[src/rtl/blit_pkg.sv]
package blit_pkg;

  localparam logic [2:0] MODE_VECTOR = 3'b010;
  localparam logic [2:0] MODE_BLIT   = 3'b100;
  localparam logic [2:0] MODE_NORMAL = 3'b111;

  localparam logic [1:0] CFG_MODE = 2'd0;
  localparam logic [1:0] CFG_CTRL = 2'd1;
  localparam logic [1:0] CFG_ROP  = 2'd2;
  localparam logic [1:0] CFG_MASK = 2'd3;

  localparam logic [1:0] SEL_ONES  = 2'b00;
  localparam logic [1:0] SEL_PIXEL = 2'b01;

  localparam int MODE_LSB = 5;
  localparam int ROP_W    = 4;

  function automatic logic mode_is_known(input logic [2:0] m);
    return (m == MODE_VECTOR) || (m == MODE_BLIT) || (m == MODE_NORMAL);
  endfunction

endpackage

[src/rtl/blit_cfg_regs.sv]
module blit_cfg_regs
  import blit_pkg::*;
#(
  parameter int WORD_W = 16,
  localparam int SH_W = $clog2(WORD_W)
) (
  input  logic              clk,
  input  logic              rst_n,
  input  logic              cfg_wr,
  input  logic [1:0]        cfg_addr,
  input  logic [WORD_W-1:0] cfg_data,
  output logic [2:0]        mode,
  output logic [SH_W-1:0]   shift,
  output logic              rop_en,
  output logic              desc,
  output logic [1:0]        src_sel,
  output logic [ROP_W-1:0]  rop_code,
  output logic [WORD_W-1:0] wmask,
  output logic              normal_wr
);

  logic mode_wr;
  assign mode_wr   = cfg_wr && (cfg_addr == CFG_MODE);
  assign normal_wr = mode_wr && (cfg_data[MODE_LSB+2:MODE_LSB] == MODE_NORMAL);

  always_ff @(posedge clk or negedge rst_n) begin
    if (!rst_n) begin
      mode     <= MODE_NORMAL;
      shift    <= '0;
      rop_en   <= 1'b0;
      desc     <= 1'b0;
      src_sel  <= 2'b11;
      rop_code <= ROP_W'(3);
      wmask    <= '1;
    end else if (cfg_wr) begin
      unique case (cfg_addr)
        CFG_MODE: begin
          mode  <= cfg_data[MODE_LSB+2:MODE_LSB];
          shift <= cfg_data[SH_W-1:0];
        end
        CFG_CTRL: begin
          rop_en  <= cfg_data[0];
          desc    <= cfg_data[1];
          src_sel <= cfg_data[3:2];
        end
        CFG_ROP:  rop_code <= cfg_data[ROP_W-1:0];
        default:  wmask    <= cfg_data;
      endcase
    end
  end

  // a mode write lands in the mode register on the next edge
  assert_mode_load_R1: assert property (@(posedge clk) disable iff (!rst_n)
    mode_wr |=> mode == $past(cfg_data[MODE_LSB+2:MODE_LSB]));

endmodule

[src/rtl/blit_aligner.sv]
module blit_aligner #(
  parameter int WORD_W = 16,
  localparam int SH_W = $clog2(WORD_W)
) (
  input  logic              clk,
  input  logic              rst_n,
  input  logic              clear,
  input  logic              capture,
  input  logic              bypass,
  input  logic              desc,
  input  logic [SH_W-1:0]   shift,
  input  logic [WORD_W-1:0] cur,
  output logic [WORD_W-1:0] aligned
);

  logic [WORD_W-1:0] prev_q;

  function automatic logic [WORD_W-1:0] align_word(
    input logic [WORD_W-1:0] prev,
    input logic [WORD_W-1:0] now,
    input logic [SH_W-1:0]   sh,
    input logic              down
  );
    logic [2*WORD_W-1:0] cat;
    if (!down) begin
      cat = {prev, now} >> sh;
      return cat[WORD_W-1:0];
    end
    cat = {now, prev} << sh;
    return cat[2*WORD_W-1:WORD_W];
  endfunction

  assign aligned = bypass ? cur : align_word(prev_q, cur, shift, desc);

  always_ff @(posedge clk or negedge rst_n) begin
    if (!rst_n)       prev_q <= '0;
    else if (clear)   prev_q <= '0;
    else if (capture) prev_q <= cur;
  end

  // a normal-mode write empties the previous word, even against a capture
  assert_clear_wins_R10: assert property (@(posedge clk) disable iff (!rst_n)
    clear |=> prev_q == '0);

  // bit-blit capture stores the current source word
  assert_capture_R8: assert property (@(posedge clk) disable iff (!rst_n)
    (capture && !clear) |=> prev_q == $past(cur));

  // outside capture the previous word holds
  assert_hold_R8: assert property (@(posedge clk) disable iff (!rst_n)
    (!capture && !clear) |=> $stable(prev_q));

endmodule

[src/rtl/blit_rop_stage.sv]
module blit_rop_stage
  import blit_pkg::*;
#(
  parameter int WORD_W = 16,
  parameter int ADDR_W = 17
) (
  input  logic              clk,
  input  logic              rst_n,
  input  logic              fire,
  input  logic [ADDR_W-1:0] addr,
  input  logic [WORD_W-1:0] s,
  input  logic [WORD_W-1:0] d,
  input  logic              rop_en,
  input  logic [ROP_W-1:0]  rop_code,
  input  logic [WORD_W-1:0] mask,
  output logic              wr_en,
  output logic [ADDR_W-1:0] wr_addr,
  output logic [WORD_W-1:0] wr_data,
  output logic [WORD_W-1:0] wr_mask
);

  function automatic logic [WORD_W-1:0] raster(
    input logic [ROP_W-1:0]  code,
    input logic [WORD_W-1:0] a,
    input logic [WORD_W-1:0] b
  );
    unique case (code)
      4'h0: return '0;
      4'h1: return a & b;
      4'h2: return a & ~b;
      4'h3: return a;
      4'h4: return ~a & b;
      4'h5: return b;
      4'h6: return a ^ b;
      4'h7: return a | b;
      4'h8: return ~(a | b);
      4'h9: return ~(a ^ b);
      4'hA: return ~b;
      4'hB: return a | ~b;
      4'hC: return ~a;
      4'hD: return ~a | b;
      4'hE: return ~(a & b);
      default: return '1;
    endcase
  endfunction

  logic [WORD_W-1:0] merged;
  assign merged = rop_en ? raster(rop_code, s, d) : s;

  always_ff @(posedge clk or negedge rst_n) begin
    if (!rst_n) begin
      wr_en   <= 1'b0;
      wr_addr <= '0;
      wr_data <= '0;
      wr_mask <= '0;
    end else begin
      wr_en <= fire;
      if (fire) begin
        wr_addr <= addr;
        wr_data <= (merged & mask) | (d & ~mask);
        wr_mask <= mask;
      end
    end
  end

  // a firing request produces the strobe one cycle later
  assert_strobe_R2: assert property (@(posedge clk) disable iff (!rst_n)
    fire |=> wr_en && wr_addr == $past(addr));

  // no strobe without a firing request
  assert_no_spurious_R2: assert property (@(posedge clk) disable iff (!rst_n)
    !fire |=> !wr_en);

  // unmasked bits keep the destination value
  assert_mask_keeps_R9: assert property (@(posedge clk) disable iff (!rst_n)
    fire |=> ((wr_data ^ $past(d)) & ~wr_mask) == '0);

endmodule

[src/rtl/mono_blit_datapath.sv]
module mono_blit_datapath
  import blit_pkg::*;
#(
  parameter int WORD_W = 16,
  parameter int ADDR_W = 17
) (
  input  logic              clk,
  input  logic              rst_n,
  input  logic              cfg_wr,
  input  logic [1:0]        cfg_addr,
  input  logic [WORD_W-1:0] cfg_data,
  input  logic              req_valid,
  output logic              req_ready,
  input  logic              req_prime,
  input  logic [WORD_W-1:0] req_src,
  input  logic [WORD_W-1:0] req_dst,
  input  logic [ADDR_W-1:0] req_addr,
  output logic              wr_en,
  output logic [ADDR_W-1:0] wr_addr,
  output logic [WORD_W-1:0] wr_data,
  output logic [WORD_W-1:0] wr_mask
);

  localparam int SH_W = $clog2(WORD_W);

  logic [2:0]        mode;
  logic [SH_W-1:0]   shift;
  logic              rop_en, desc, normal_wr;
  logic [1:0]        src_sel;
  logic [ROP_W-1:0]  rop_code;
  logic [WORD_W-1:0] wmask;

  logic              accept, in_blit, capture, fire;
  logic [WORD_W-1:0] picked, aligned;

  function automatic logic [WORD_W-1:0] pick_source(
    input logic [1:0]        sel,
    input logic [WORD_W-1:0] raw
  );
    if (sel == SEL_ONES)  return '1;
    if (sel == SEL_PIXEL) return {WORD_W{raw[0]}};
    return raw;
  endfunction

  blit_cfg_regs #(.WORD_W(WORD_W)) u_cfg (
    .clk(clk), .rst_n(rst_n), .cfg_wr(cfg_wr), .cfg_addr(cfg_addr),
    .cfg_data(cfg_data), .mode(mode), .shift(shift), .rop_en(rop_en),
    .desc(desc), .src_sel(src_sel), .rop_code(rop_code), .wmask(wmask),
    .normal_wr(normal_wr)
  );

  assign req_ready = mode_is_known(mode);
  assign accept    = req_valid && req_ready;
  assign in_blit   = (mode == MODE_BLIT);
  assign capture   = accept && in_blit;
  assign fire      = accept && !req_prime;
  assign picked    = pick_source(src_sel, req_src);

  blit_aligner #(.WORD_W(WORD_W)) u_align (
    .clk(clk), .rst_n(rst_n), .clear(normal_wr), .capture(capture),
    .bypass(!in_blit), .desc(desc), .shift(shift), .cur(picked),
    .aligned(aligned)
  );

  blit_rop_stage #(.WORD_W(WORD_W), .ADDR_W(ADDR_W)) u_rop (
    .clk(clk), .rst_n(rst_n), .fire(fire), .addr(req_addr), .s(aligned),
    .d(req_dst), .rop_en(rop_en), .rop_code(rop_code), .mask(wmask),
    .wr_en(wr_en), .wr_addr(wr_addr), .wr_data(wr_data), .wr_mask(wr_mask)
  );

  // a priming request never reaches the write strobe
  assert_prime_silent_R8: assert property (@(posedge clk) disable iff (!rst_n)
    (accept && req_prime) |=> !wr_en);

  // outside bit-blit the aligner output is the picked source
  assert_bypass_R11: assert property (@(posedge clk) disable iff (!rst_n)
    !in_blit |-> aligned == picked);

endmodule

[config.mk]
export PLATFORM = sky130hd
export DESIGN_NAME = mono_blit_datapath
export DESIGN_NICKNAME = d
export VERILOG_FILES = /design/src/rtl/blit_pkg.sv /design/src/rtl/blit_cfg_regs.sv /design/src/rtl/blit_aligner.sv /design/src/rtl/blit_rop_stage.sv /design/src/rtl/mono_blit_datapath.sv
export SDC_FILE = /design/constraint.sdc
export NUM_CORES = 1
export LEC_CHECK = 0
export ABC_AREA = 1
export CAP_MARGIN = 0
export CELL_PAD_IN_SITES_DETAIL_PLACEMENT = 1
export CELL_PAD_IN_SITES_GLOBAL_PLACEMENT = 1
export CORE_ASPECT_RATIO = 0.5
export CORE_MARGIN = 4
export CORE_UTILIZATION = 44
export CTS_BUF_LIST = sky130_fd_sc_hd__clkbuf_4
export CTS_CLUSTER_DIAMETER = 150
export DETAILED_ROUTE_END_ITERATION = 16
export GPL_TIMING_DRIVEN = 0
export PLACE_DENSITY_LB_ADDON = 0.1
export SYNTH_ARGS = -nofsm -noshare
export SYNTH_HDL_FRONTEND = slang
export SYNTH_SLANG_ARGS = --single-unit
[constraint.sdc]
create_clock -name clk -period 7 [get_ports clk]
set_input_delay 1.4 -clock clk [delete_from_list [all_inputs] [get_ports clk]]
set_output_delay 1.4 -clock clk [all_outputs]
set_load 0.02 [all_outputs]
==> results.cfg, run 1 <==
[logic_synthesis]
synth_top_family_by_area = simple AND/OR/NAND/NOR gates
synth_xor_area_frac = 0
synth_top_cell_area_share = 0.202
synth_common_cells = 461 x nand2_1, 252 x nand3_1, 122 x inv_1
ys_seq_area_frac = 0.268
yosysTopAreaCell = dfrtp_1
synth.distinct_cells = 38
yosys-top-cells-area = dfrtp_1 20%, nand2_1 19%, nand3_1 14%
synth.area.mux_share = 0
yosys_warnings = 0
synthCells = 1427
synth_most_common_cell = nand2_1
syn_nets = 1563
async_flop_share = 1.00
synthSimpleGateAreaFrac = 0.405
synth-seq-cells = 97
synth_compound_area_frac = 0.141
synthAdderAreaFrac = 0.0875
syn_area_um2 = 9150
avgSynthCellArea_um2 = 6.41
ys.flop_type = dfrtp_1
synth_edf_count = 0

[floorplan]
num_rows = 36
die_w_um = 212
die-height_um = 110
start_util = 0.459
coreArea_um2 = 20000
io_pins = 123
die-area_um2 = 23300

[pwr]
p_per_area_nw_per_um2 = 313
ir_drop_v = 0.000190
p_leak_nw = 5.40

[worst_setup_path]
cp_slowest_cell = clkdlybuf4s50_1
cp-start-kind = input pin
worstSetupEndpointType = flop
critPathMostFrequentCell = nand2_1
critical_path_arrival_ns = 4.84
rr_worst_depth = 24
rrSetupSlack_ns = 3.39
critPathKind = in2reg
worstReg2RegEnd = u_rop.wr_data[4]
cp.depth = 25
cp_slowest_stage_delay_ns = 0.40
required_ns = 7.46
path_delay_family = simple AND/OR/NAND/NOR gates
crit_fanout = 10
rr_startpoint = u_cfg.src_sel[1]
timing.critical_path.buf_inv = 4

[detailed_routing]
drt_iter0_drc = 997
final_antenna_net_count = 0
route.detailed.drc = 0
viasPerCell = 6.03
dr.pass1.iters = 5
wl_per_cell_um = 22.9
drt_wl_total_um = 42000
vias = 11061

[cells_and_area]
area_growth_pct = 18.8
fill_cells = 2752
finalInstanceArea_um2 = 10900
drive_above_1_share = 0.0779
multi_input_area_um2 = 5800
regArea_um2 = 2460
stdcell_count = 1833
nNetsFinal = 1697
utilization = 0.545

[clocking]
clk_latency_ns = 0.54
max-clock-path-buffers = 2
cts_sinks = 97
cts-root-buf = clkbuf_4
htree_levels = 3
post_cts_buffers = 0
cts_resized = 0
numCtsBuffers = 9
cts_tree = yes
clkTransAtPathRegs_ns = 0.20
cts_hold_buf = 0

[run]
maxCapViolations = 0

[timing]
grt_setup_unrepaired = no
fin_ws_ns = 2.62
hold_viol = 0
finalSetupViolations = 0
setup-tns-final_ns = 0
post-route-period-util = 0.626
fin_crit_ns = 4.38
drv_slew = 0
fmax_mhz = 228
clock_skew_ns = 0.0334
tightest_slew_ns = 0.736
slew_headroom = 0.509

[global_routing]
grt_max_degree = 55
antenna_found_initial = 0
grt_overflow = 0
grt_pass1_wl_um = 65500
grt_pass1_vias = 11680
grt.total_usage = 0.364

[worst_hold_path]
min_path_cells = 2
worstHoldStart = u_rop.wr_addr[16]
hold_path.class = reg2reg
min_to = u_rop.wr_addr[16]

[status]
status = finished, final reports clean

[placement]
port_buffers = 122
dp_hpwl_um = 33600
place_ws_ns = 2.12
dpl_cell_area_um2 = 10700
gp_congestion = 1.03
dp.cells = 1816
[report_power, final]
part / switching [mW] / internal (mW) / total [mW] / leakage [nW]
Sequential: 0.149 / 0.783 / 0.932 / 1.16
Clock: 0.245 / 0.0830 / 0.329 / 0.0744
Combinational: 1.40 / 0.746 / 2.14 / 4.17
[through the flow]
step / total power [mW] / hold WS [ns]
after CTS: 3.36 / 0.501
final: 3.40 / 0.499
after global routing: 3.62 / 0.528
after global placement: 2.91 / 0.452
after floorplan: 2.15 / 0.470
after detailed placement: 3.03 / 0.459
[worst max-delay path by stage]
stage | startpoint | to | slack [ns]
2_1_floorplan | req_src[0] | u_rop.wr_data[4] | 3.33
3_3_place_gp | rst_n | u_align.prev_q[13] | 0.92
3_5_place_dp | req_src[0] | u_rop.wr_data[4] | 2.12
4_1_cts | req_src[0] | u_rop.wr_data[4] | 2.70
5_1_grt | req_src[0] | u_rop.wr_data[8] | 2.38
6_report | req_src[0] | u_rop.wr_data[4] | 2.62
[layout by cell type (no fill, tap or decap), drive strengths merged, types with 4 or more instances in the layout]
master | synthesis | layout
dfrtp | 74 | 74
clkdlybuf4s50 | 0 | 121
a221oi | 14 | 14
nand4 | 4 | 4
inv | 124 | 127
clkinv | 3 | 6
ha | 64 | 64
o22ai | 27 | 27
dfstp | 23 | 23
nor2 | 86 | 86
a211oi | 6 | 6
o211ai | 12 | 12
a21oi | 64 | 64
nand2 | 471 | 471
or2 | 8 | 8
o2111ai | 11 | 11
buf | 49 | 51
clkbuf | 32 | 41
nand3 | 267 | 267
o21ai | 77 | 77
[routing by layer]
metal | GRT usage | routed length (um)
met4 | 0.154 | 1700
met5 | 0 | 0
met2 | 0.614 | 19200
met3 | 0.0766 | 3430
met1 | 0.460 | 17600
[registers in the layout, summed over array words and instances (netlist names)]
name / flops
u_cfg.src_sel: 2
u_cfg.mode: 3
u_align.prev_q: 16
u_cfg.wmask: 16
u_cfg.rop_en: 1
u_cfg.rop_code: 4
u_cfg.shift: 4
u_rop.wr_mask: 16
u_rop.wr_addr: 17
u_rop.wr_en: 1
u_cfg.desc: 1
u_rop.wr_data: 16
[tightest hold or removal path, stage by stage, from the launching register on]
cell	delay (ns)
dfrtp_1	0.39
nand2_1	0.06
nand2_1	0.05
[cell type report]
class,instances,share of cell area
Inverter,127,0.0441
Clock inverter,7,0.00679
Clock buffer,9,0.00621
Buffer,81,0.0387
Multi-Input combinational cell,1122,0.533
Tap cell,266,0.0306
Sequential cell,97,0.226
Timing Repair Buffer,123,0.115
Antenna cell,1,0.000230
[cell families (layout without fill, tap and decap cells)]
logic type / after synthesis / count (layout)
buffers and inverters: 208 / 347
and+or+nand+nor: 841 / 841
adders and majority gates: 64 / 64
DFF: 97 / 97
AOI/OAI and AO/OA: 217 / 217
other: 0 / 1
No activity file was read; power rests on OpenSTA's default activity.
==> run 2: changes to the inputs <==
--- a/config.mk
+++ b/config.mk
@@ -11,7 +11,7 @@
 export CELL_PAD_IN_SITES_GLOBAL_PLACEMENT = 1
 export CORE_ASPECT_RATIO = 0.5
 export CORE_MARGIN = 4
-export CORE_UTILIZATION = 44
+export CORE_UTILIZATION = 37
 export CTS_BUF_LIST = sky130_fd_sc_hd__clkbuf_4
 export CTS_CLUSTER_DIAMETER = 150
 export DETAILED_ROUTE_END_ITERATION = 16
==> constraint.sdc (replaced) <==
create_clock -name clk -period 3.9 [get_ports clk]
set_input_delay 0.78 -clock clk [delete_from_list [all_inputs] [get_ports clk]]
set_output_delay 0.78 -clock clk [all_outputs]
set_load 0.02 [all_outputs]
==> run 2 against run 1 <==
  * Cell count up 3.8%
  * Critical path depth up 2
  * Worst hold slack lost 0.29 ns
  * Wire length increased by 3.0%
  * Clock-buffer cell count stayed put
  * Non-clock buffer count stayed put
  * Largest cell class unchanged
==> results.cfg, run 2 (synthesis results as in run 1) <==
[clocking]
cts_hold_buf = 0
clkTransAtPathRegs_ns = 0.18
post_cts_buffers = 0
cts_sinks = 97
htree_levels = 3
cts-root-buf = clkbuf_4
clk_latency_ns = 0.53
max-clock-path-buffers = 2
cts_resized = 0
numCtsBuffers = 9
cts_tree = yes

[worst_setup_path]
critPathMostFrequentCell = nand2_1
critPathKind = in2reg
path_delay_family = simple AND/OR/NAND/NOR gates
timing.critical_path.buf_inv = 6
crit_fanout = 10
cp-start-kind = input pin
critical_path_arrival_ns = 4.15
cp_slowest_cell = clkdlybuf4s50_1
cp_slowest_stage_delay_ns = 0.46
required_ns = 4.32
worstSetupEndpointType = flop

[pwr]
p_per_area_nw_per_um2 = 553
ir_drop_v = 0.000380
p_leak_nw = 5.41

[detailed_routing]
drt_wl_total_um = 43300
final_antenna_net_count = 0
viasPerCell = 5.69
wl_per_cell_um = 22.7
dr.pass1.iters = 5
vias = 10825
route.detailed.drc = 0
drt_iter0_drc = 994

[timing]
tightest_slew_ns = 0.761
hold_viol = 0
fmax_mhz = 268
clock_skew_ns = 0.0495
slew_headroom = 0.493
finalSetupViolations = 0
drv_slew = 0
grt_setup_unrepaired = no
fin_crit_ns = 3.73
post-route-period-util = 0.957
whs_ns = 0.210

[cells_and_area]
antennaDiodeCount = 0
fill_cells = 3242
drive_above_1_share = 0.0811
top_register = u_rop.wr_addr
layout_common_cells = 458 x nand2_1, 250 x nand3_1, 122 x inv_1, 121 x clkdlybuf4s50_1, 83 x nor2_1
final_common_cell = nand2_1
nNetsFinal = 1697
regArea_um2 = 2460
multi_input_area_um2 = 5830
largest_reg_flops = 17
area_growth_pct = 20.1
utilization = 0.455

[floorplan]
num_rows = 40
die-area_um2 = 27500
die_w_um = 230
start_util = 0.379
die-height_um = 119
coreArea_um2 = 24200
io_pins = 123

[global_routing]
met2_usage = 0.506
grt.total_usage = 0.312
grt_overflow = 0
antenna_found_initial = 0
met3_usage = 0.0593
grt.busiest_layer = met2
met1_usage = 0.418
grt_pass1_vias = 11171
grt_pass1_wl_um = 66400
grt_max_degree = 61

[run]
maxCapViolations = 0

[worst_hold_path]
hold_path.class = in2async

[placement]
port_buffers = 122
dp_hpwl_um = 34300
gp_congestion = 0.986

[status]
status = finished, final reports clean
==> run 2: changes by cell type in the layout (fill, tap and decap cells not counted), moves of 2 or more <==
cell	change
clkinv_4	+2
nand2_1	-3
nand2_2	+2
nand3_1	-2
==> run 2: metrics by stage <==
step	setup TNS (ns)	cells	setup slack [ns]	cell area (um^2)	power, mW
finish	0	1902	0.168	11000	6.08
global placement	-132.35	1885	-1.64	10800	5.33
floorplan	0	1427	0.845	9150	3.86
CTS	0	1902	0.114	11000	6.03
global route	0	1902	0.0000502	11000	6.53
detailed placement	-2.82	1886	-0.356	10800	5.46
==> run 2: power by group <==
part | switching, mW | internal, mW | leakage, nW
Clock | 0.417 | 0.143 | 0.0688
Combinational | 2.51 | 1.34 | 4.17
Sequential | 0.259 | 1.40 | 1.16
Total | 3.19 | 2.89 | 5.41
==> run 2: path summary, 6_finish.rpt <==
path	cells after the start	slack [ns]	start	to
worst max-delay path	27	0.17	req_src[0]	u_rop.wr_data[14]
worst min-delay path	1	0.21	rst_n	u_rop.wr_addr[7]
worst max register to register	18	0.19	u_cfg.desc	u_rop.wr_data[14]
worst min register to register	2	0.50	u_rop.wr_addr[16]	u_rop.wr_addr[16]
max in group asynchronous	2	2.97	rst_n	u_cfg.wmask[6]
min in group clk	2	0.50	u_rop.wr_addr[16]	u_rop.wr_addr[16]
==> run 2: final cells by class <==
| class | count | share of cell area |
|---|---|---|
| multi-input cells | 1122 | 0.531 |
| flip-flops and latches | 97 | 0.224 |
| repair buffers | 123 | 0.113 |
| inverters | 127 | 0.0436 |
| plain buffers | 81 | 0.0383 |
| well taps | 336 | 0.0383 |
| clock buffers | 9 | 0.00615 |
| clock inverters | 7 | 0.00592 |
==> run 2: layer usage <==
metal	routed length [um]	part of all wire	vias up
met5	0	0	-
li1	-	-	4999
met2	19500	0.45	404
met4	1540	0.036	0
met1	19200	0.44	5340
met3	2990	0.069	82
==> run 3: changes to the inputs <==
--- a/config.mk
+++ b/config.mk
@@ -6,7 +6,6 @@
 export NUM_CORES = 1
 export LEC_CHECK = 0
 export ABC_AREA = 1
-export CAP_MARGIN = 0
 export CELL_PAD_IN_SITES_DETAIL_PLACEMENT = 1
 export CELL_PAD_IN_SITES_GLOBAL_PLACEMENT = 1
 export CORE_ASPECT_RATIO = 0.5
==> results of run 3 <==
Same layout as run 2: the final DEF is identical, and so are final timing and power.
